File: src/rtl/rxr_pkg.sv
package rxr_pkg;
  localparam int IDX_W  = 12;
  localparam int BASE_W = 28;
  localparam int ADDR_W = 36;

  typedef enum logic [1:0] {ST_IDLE, ST_FETCH, ST_OPEN, ST_CLOSE} rxr_state_e;

  // Ring index mask for an exponent field, clamped to 5..12.
  function automatic logic [IDX_W-1:0] ring_mask(input logic [3:0] k);
    int kk;
    kk = (k < 4'd5) ? 5 : ((k > 4'd12) ? 12 : int'(k));
    return IDX_W'((1 << kk) - 1);
  endfunction

  function automatic logic [IDX_W-1:0] next_idx(input logic [IDX_W-1:0] idx,
                                                 input logic [IDX_W-1:0] mask);
    return (idx + IDX_W'(1)) & mask;
  endfunction

  function automatic int buf_words(input logic [1:0] code, input int unit);
    return (int'(code) + 1) * unit;
  endfunction

  function automatic int quiet_limit(input logic [7:0] t, input int tick);
    return int'(t) * tick;
  endfunction

  function automatic logic [ADDR_W-1:0] slot_addr(input logic [BASE_W-1:0] base,
                                                  input logic [IDX_W-1:0] idx);
    return {base, 8'h00} + ADDR_W'({idx, 2'b00});
  endfunction
endpackage

File: src/rtl/rxr_host_regs.sv
module rxr_host_regs
  import rxr_pkg::*;
(
  input  logic              clk,
  input  logic              rst_n,
  input  logic              we,
  input  logic [1:0]        sel,
  input  logic [31:0]       wdata,
  output logic [1:0]        mode_o,
  output logic [3:0]        kexp_o,
  output logic [1:0]        size_o,
  output logic [1:0]        dest_o,
  output logic [7:0]        tmo_o,
  output logic [BASE_W-1:0] base_o,
  output logic [IDX_W-1:0]  hidx_o
);
  wire unused_wbits = ^{wdata[29:24], wdata[19:18], wdata[15:14], wdata[3:0]};

  always_ff @(posedge clk or negedge rst_n) begin
    if (!rst_n) begin
      mode_o <= '0; kexp_o <= 4'd5; size_o <= '0; dest_o <= '0; tmo_o <= '0;
      base_o <= '0; hidx_o <= '0;
    end else if (we) begin
      case (sel)
        2'd0: begin
          mode_o <= wdata[31:30];
          kexp_o <= wdata[23:20];
          size_o <= wdata[17:16];
          dest_o <= wdata[13:12];
          tmo_o  <= wdata[11:4];
        end
        2'd1: base_o <= wdata[BASE_W-1:0];
        2'd2: hidx_o <= wdata[IDX_W-1:0];
        default: ;
      endcase
    end
  end


  hidx_step_chk: assert property (@(posedge clk) disable iff (!rst_n)
    (we && sel == 2'd2) |-> (wdata[2:0] == 3'b000));
endmodule

File: src/rtl/rxr_quiet_timer.sv
module rxr_quiet_timer (
  input  logic        clk,
  input  logic        rst_n,
  input  logic        active,
  input  logic        word_go,
  input  logic [31:0] limit,
  output logic        expire
);
  logic [31:0] quiet_q;

  always_ff @(posedge clk or negedge rst_n) begin
    if (!rst_n)                       quiet_q <= '0;
    else if (!active || word_go)      quiet_q <= '0;
    else if (quiet_q != limit)        quiet_q <= quiet_q + 32'd1;
  end

  assign expire = active && !word_go && (limit != 32'd0) && (quiet_q == limit);


  quiet_once_chk: assert property (@(posedge clk) disable iff (!rst_n)
    expire |=> !expire);
endmodule

File: src/rtl/rxr_ring_engine.sv
module rxr_ring_engine
  import rxr_pkg::*;
#(
  parameter int DATA_W      = 32,
  parameter int UNIT_WORDS  = 1024,
  parameter int TICK_CYCLES = 1600
) (
  input  logic              clk,
  input  logic              rst_n,
  input  logic              reg_we,
  input  logic [1:0]        reg_sel,
  input  logic [31:0]       reg_wdata,
  input  logic              in_valid,
  input  logic [DATA_W-1:0] in_data,
  input  logic              in_last,
  output logic              in_ready,
  output logic              desc_req,
  output logic [35:0]       desc_addr,
  input  logic              desc_ack,
  input  logic [27:0]       desc_data,
  output logic              wr_req,
  output logic [35:0]       wr_addr,
  output logic [DATA_W-1:0] wr_data,
  input  logic              wr_ack,
  output logic              stat_we,
  output logic [31:0]       stat_word,
  output logic              irq,
  output logic              chan_idle
);
  localparam int MAX_WORDS = 4 * UNIT_WORDS;
  localparam int CNT_W     = $clog2(MAX_WORDS + 1);

  logic [1:0]        mode;
  logic [3:0]        kexp;
  logic [1:0]        size;
  logic [1:0]        dest;
  logic [7:0]        tmo;
  logic [BASE_W-1:0] base;
  logic [IDX_W-1:0]  hidx;

  rxr_host_regs u_regs (
    .clk(clk), .rst_n(rst_n), .we(reg_we), .sel(reg_sel), .wdata(reg_wdata),
    .mode_o(mode), .kexp_o(kexp), .size_o(size), .dest_o(dest), .tmo_o(tmo),
    .base_o(base), .hidx_o(hidx)
  );

  rxr_state_e        state;
  logic [IDX_W-1:0]  fill_idx;
  logic [CNT_W-1:0]  wcnt;
  logic [35:0]       buf_base;
  logic              in_frame;

  // Named internal events
  logic             mode_run, mode_eof, mode_off;
  logic             allow, is_open, word_go, full_evt, quiet_evt, close_evt;
  logic             room, fetch_start;
  logic [IDX_W-1:0] mask, hidx_m;
  logic [CNT_W-1:0] cap_w;
  logic [31:0]      quiet_lim;

  assign mode_run  = (mode == 2'b10);
  assign mode_eof  = (mode == 2'b01);
  assign mode_off  = !mode_run && !mode_eof;
  assign mask      = ring_mask(kexp);
  assign hidx_m    = hidx & mask;
  assign cap_w     = CNT_W'(buf_words(size, UNIT_WORDS));
  assign quiet_lim = 32'(quiet_limit(tmo, TICK_CYCLES));

  assign allow       = mode_run || (mode_eof && in_frame);
  assign is_open     = (state == ST_OPEN);
  assign room        = (fill_idx != hidx_m);
  assign fetch_start = (state == ST_IDLE) && allow && room;
  assign word_go     = wr_req && wr_ack;
  assign full_evt    = word_go && ((wcnt + CNT_W'(1)) == cap_w);
  assign close_evt   = full_evt || quiet_evt;

  rxr_quiet_timer u_quiet (
    .clk(clk), .rst_n(rst_n),
    .active(is_open && mode_run && (wcnt != '0)),
    .word_go(word_go), .limit(quiet_lim), .expire(quiet_evt)
  );

  always_ff @(posedge clk or negedge rst_n) begin
    if (!rst_n) begin
      state    <= ST_IDLE;
      fill_idx <= '0;
      wcnt     <= '0;
      buf_base <= '0;
      in_frame <= 1'b0;
    end else begin
      if (word_go) in_frame <= !in_last;
      case (state)
        ST_IDLE:  if (fetch_start) state <= ST_FETCH;
        ST_FETCH: if (desc_ack) begin
          buf_base <= {desc_data, 8'h00};
          wcnt     <= '0;
          state    <= ST_OPEN;
        end
        ST_OPEN: begin
          if (word_go)   wcnt  <= wcnt + CNT_W'(1);
          if (close_evt) state <= ST_CLOSE;
        end
        ST_CLOSE: begin
          fill_idx <= next_idx(fill_idx, mask);
          wcnt     <= '0;
          state    <= ST_IDLE;
        end
        default: state <= ST_IDLE;
      endcase
    end
  end

  assign desc_req  = (state == ST_FETCH);
  assign desc_addr = slot_addr(base, fill_idx);
  assign in_ready  = is_open && allow && wr_ack;
  assign wr_req    = is_open && allow && in_valid;
  assign wr_addr   = buf_base + 36'({wcnt, 2'b00});
  assign wr_data   = in_data;
  assign stat_we   = (state == ST_CLOSE);
  assign stat_word = {20'h0, fill_idx};
  assign irq       = stat_we && (dest == 2'b01);
  assign chan_idle = (state != ST_FETCH) && (state != ST_CLOSE) &&
                     (mode_off || (mode_eof && !in_frame));


  stat_pulse_chk: assert property (@(posedge clk) disable iff (!rst_n)
    stat_we |=> !stat_we);

  irq_stat_chk: assert property (@(posedge clk) disable iff (!rst_n)
    irq |-> stat_we);

  fetch_room_chk: assert property (@(posedge clk) disable iff (!rst_n)
    (desc_req && !$past(desc_req)) |-> $past(fill_idx != hidx_m));

  word_cap_chk: assert property (@(posedge clk) disable iff (!rst_n)
    wr_req |-> (wcnt < cap_w));

  off_ready_chk: assert property (@(posedge clk) disable iff (!rst_n)
    mode_off |-> !in_ready);

  idle_ready_chk: assert property (@(posedge clk) disable iff (!rst_n)
    chan_idle |-> !in_ready);
endmodule

File: config.mk
export PLATFORM = sky130hd
export DESIGN_NAME = rxr_ring_engine
export DESIGN_NICKNAME = d
export VERILOG_FILES = /design/src/rtl/rxr_pkg.sv /design/src/rtl/rxr_host_regs.sv /design/src/rtl/rxr_quiet_timer.sv /design/src/rtl/rxr_ring_engine.sv
export SDC_FILE = /design/constraint.sdc
export NUM_CORES = 1
export LEC_CHECK = 0
export ABC_AREA = 0
export CORE_UTILIZATION = 47
export CTS_BUF_LIST = sky130_fd_sc_hd__clkbuf_8
export CTS_CLUSTER_DIAMETER = 50
export DETAILED_ROUTE_END_ITERATION = 8
export PLACE_DENSITY_LB_ADDON = 0.05
export SLEW_MARGIN = 15
export SYNTH_ARGS = -nofsm -noshare
export SYNTH_HDL_FRONTEND = slang
export SYNTH_SLANG_ARGS = --single-unit
File: constraint.sdc
create_clock -name clk -period 3.58 [get_ports clk]
set_input_delay 0.716 -clock clk [delete_from_list [all_inputs] [get_ports clk]]
set_output_delay 0.716 -clock clk [all_outputs]
set_load 0.1 [all_outputs]
==> results.txt <==
- At the worst endpoint, the required time is 2.86 ns.
* Minimum setup slack after placement: -0.149 ns
- Top library cells by usage in the layout, fill and taps aside: sky130_fd_sc_hd__dfrtp_1, sky130_fd_sc_hd__buf_4, sky130_fd_sc_hd__mux2_2
- In the routed layout, each cell is associated on average with a via count of 5.33.
* Instance area after placement: 12600 um^2
- Maximum clock frequency: 0.275 GHz
- In this run the count of I/O pins placed on the die edge is 243.
- Mapped Avg Cell Area: 9.83 um^2
- The tool flagged a number of max-cap violations equal to 0.
* Number of core rows: 52
- Across the routed clock network, the largest skew measured is 0.0144 ns.
* Per-cell routed wire length: 16.7 um
- The initial antenna violation count was 0.
* Final worst setup slack: -0.0597 ns
- Max VDD drop: 333 uV
- Maximum fanout count along the critical path: 7
* Run status: finished, violations left
- Number of distinct standard cells referenced by the synthesized netlist: 67
* Worst stage delay on the critical path: 0.45 ns
- The initial utilization of the core area, before any placement, comes to 0.481.
- Vias in the first global route: 7534
- Maximum buffer depth of the clock tree: 2
* CP arrival: 2.92 ns
* Final Max Tran Viols: 0
* Clock root buffer master: sky130_fd_sc_hd__clkbuf_8
- Vertical die dimension: 146 um
- The die covers 21300 um^2.
* Capturing element type of the critical path: output pin
* Maximum number of pins on one net before global-route repair: 83
- Post-synthesis register bit count: 146
* Vias after detailed routing: 7740
- The repair_antennas step left the layout with diodes totalling 0.
* Warnings from Yosys: 0
- For this run the aggregate overflow at the end of global routing stands at 0.
- Walking the worst path, the cells encountered are clkinvlp_4, fa_2, nor2b_2, o21ai_2, a21boi_2, o21ai_4, a211oi_4, buf_12, nand3_4, xnor2_4, buf_12.
- Power spread over the standard cell area amounts to 722 nW/um^2.
- Of the synthesized area, sequential elements account for 0.376.
- Deepest level of the CTS H-tree: 4
* Path type of the worst setup path: register to output pin
* Post-layout total power: 10.1 mW
- First-pass DRT Iterations: 5
* Total area of multi-input combinational cells: 6810 um^2
* Slowest stage cell on the critical path: sky130_fd_sc_hd__dfrtp_4
* Synthesized area: 9720 um^2
- Yosys mapped a number of flops with a built-in enable equal to 0.
* Share of final-layout standard cells stronger than drive strength 1: 0.378
* Clock Latency Late Sink: 0.44 ns
- The HPWL after detailed placement is 16.8 mm.
* Layout Nets: 1332
- Leakage Power: 5.91 nW
- Relative slew slack: 0.339
- Startpoint types: register
- GR Util All Layers: 0.230
- Clock transition at the registers of the reported paths: 0.09 ns
* GPL Wtd Cong: 0.848
- Most frequent standard cell in the layout excluding fill and tap cells: sky130_fd_sc_hd__dfrtp_1
- Global-route wire length before repair: 39.1 mm
* Placeable Area: 20200 um^2
* First DRT Iteration DRCs: 311
* Die Wd: 146 um
* Post-route design area: 14000 um^2
- Total area of sequential cells: 3670 um^2
- Final worst hold slack: 0.285 ns
* Violations in the final reports: setup timing
- After detailed routing, the number of remaining DRC violations is 0.
- Total length of routed wires: 24.3 mm
- The count of buffers added on input and output ports is 152.
* Min cycle time layout: 3.64 ns
- Cells after Synth: 989
- In the finished design, the share of the clock period the worst path needs comes to 1.02.
- Clock Sinks: 146
* CTS tree: built
* Worst hold path type: input port to asynchronous set/reset pin
- Pin slew with the least headroom to its limit: 0.988 ns
* Layout overhead on the synthesized area: 44.0%
- Leading register cell type out of synthesis: sky130_fd_sc_hd__dfrtp_1
* Number of buffers created by CTS: 17
* Setup repair after global routing missed its margin: yes
* # hold bufs at CTS: 0
- Counting the fill cells in the layout gives 1503.
- Setup total negative slack: -0.412 ns
- Number of setup violations in the final report: 11
- Of all flip-flops after synthesis, the portion carrying an async set or reset was 1.00.
- Most common cell on crit path: sky130_fd_sc_hd__buf_12
* Number of hold violations in the final report: 0
* Antenna-violating nets left: 0
## layout make-up
| cell class | instances | area share |
|---|---|---|
| Sequential cell | 146 | 0.262 |
| Multi-Input combinational cell | 719 | 0.486 |
| Tap cell | 270 | 0.0241 |
| Clock buffer | 20 | 0.0197 |
| Inverter | 42 | 0.0115 |
| Clock inverter | 12 | 0.00670 |
| Timing Repair Buffer | 244 | 0.190 |
## what timing repair did
action,in CTS,in global routing
endpoints found under the setup margin,43,43
gates resized for setup,68,89
cloned,2,0
setup buffers,21,19
pin swaps,31,50
## power by group
| part | switching (mW) | total [mW] | internal (mW) |
|---|---|---|---|
| sequential | 0.529 | 2.51 | 1.98 |
| clock | 0.645 | 1.24 | 0.593 |
| combinational | 3.82 | 6.37 | 2.56 |
## cells by family after synthesis
logic type                 after synthesis  share of synthesized area
and+or+nand+nor                        281                      0.147
buffers and inverters                  148                     0.0852
DFF                                    146                      0.376
AOI/OAI and AO/OA                      141                     0.0953
xor gates and xnor gates               124                      0.115
muxes                                   86                     0.0992
adders and majority gates               61                     0.0823
other                                    2                   0.000772
## worst paths after layout
path                             startpoint            endpoint  slack (ns)  cells past startpoint
min in group clk           u_regs.hidx_o[1]    u_regs.hidx_o[1]        0.51                      1
max in group asynchronous             rst_n        buf_base[25]        2.34                      2
max                             fill_idx[7]       desc_addr[32]       -0.06                     11
max reg2reg                 u_regs.tmo_o[1]  u_quiet.quiet_q[2]        0.11                     13
min reg2reg                u_regs.hidx_o[1]    u_regs.hidx_o[1]        0.51                      1
min                                   rst_n         fill_idx[3]        0.29                      1
## registers in the layout, indices dropped and copies added (netlist names)
name	count
fill_idx	12
in_frame	1
u_regs.base_o	28
u_regs.size_o	2
wcnt	13
u_regs.kexp_o	4
u_regs.dest_o	2
u_quiet.quiet_q	32
state	2
u_regs.hidx_o	12
u_regs.mode_o	2
buf_base	28
u_regs.tmo_o	8
## through the flow
| step | utilization | std cells |
|---|---|---|
| 2_1_floorplan | - | 1013 |
| 3_3_place_gp | 0.620 | 1381 |
| 3_5_place_dp | 0.620 | 1381 |
| 4_1_cts | 0.662 | 1436 |
| 5_1_grt | 0.692 | 1453 |
| 6_report | 0.692 | 1453 |
## synth_stat cells (all sizes together), types with 3 or more instances
cell | n | share of area
nor3 | 19 | 0.0098
a211oi | 6 | 0.0046
o21ai | 46 | 0.024
nor4 | 12 | 0.0077
and3 | 23 | 0.015
a2111oi | 5 | 0.0045
a21o | 6 | 0.0046
nand3 | 45 | 0.023
a21boi | 4 | 0.0031
nor2 | 64 | 0.025
mux2i | 3 | 0.0031
dfrtp | 144 | 0.37
ha | 56 | 0.072
o211ai | 8 | 0.0062
and4 | 5 | 0.0045
o2111ai | 6 | 0.0054
or3 | 5 | 0.0037
fa | 5 | 0.010
o31ai | 10 | 0.0091
nor2b | 6 | 0.0039
a21oi | 28 | 0.015
xnor2 | 68 | 0.061
inv | 42 | 0.016
clkbuf | 32 | 0.012
buf | 74 | 0.056
nor3b | 3 | 0.0023
mux2 | 83 | 0.096
nand2b | 10 | 0.0064
a31oi | 3 | 0.0019
nand3b | 5 | 0.0039
nand2 | 58 | 0.022
xor2 | 54 | 0.049
nor4b | 4 | 0.0036
nand4 | 14 | 0.0090
## critical path, delay by kind of cell, from the launching register on
kind | cells | cell delay (ns)
compound gates | 4 | 0.68
xor+xnor | 1 | 0.21
fa+ha+maj | 1 | 0.41
buf+inv | 3 | 0.49
flops | 1 | 0.45
simple gates | 2 | 0.24
## layer usage
| metal | GRT usage | wire length, um | vias up |
|---|---|---|---|
| met5 | 0 | 0 | - |
| met4 | 0.0647 | 294 | 0 |
| met3 | 0.0533 | 1260 | 33 |
| met2 | 0.373 | 11800 | 190 |
| met1 | 0.308 | 10900 | 3793 |
| li1 | - | - | 3724 |
Power figures use the tool's default switching activity.
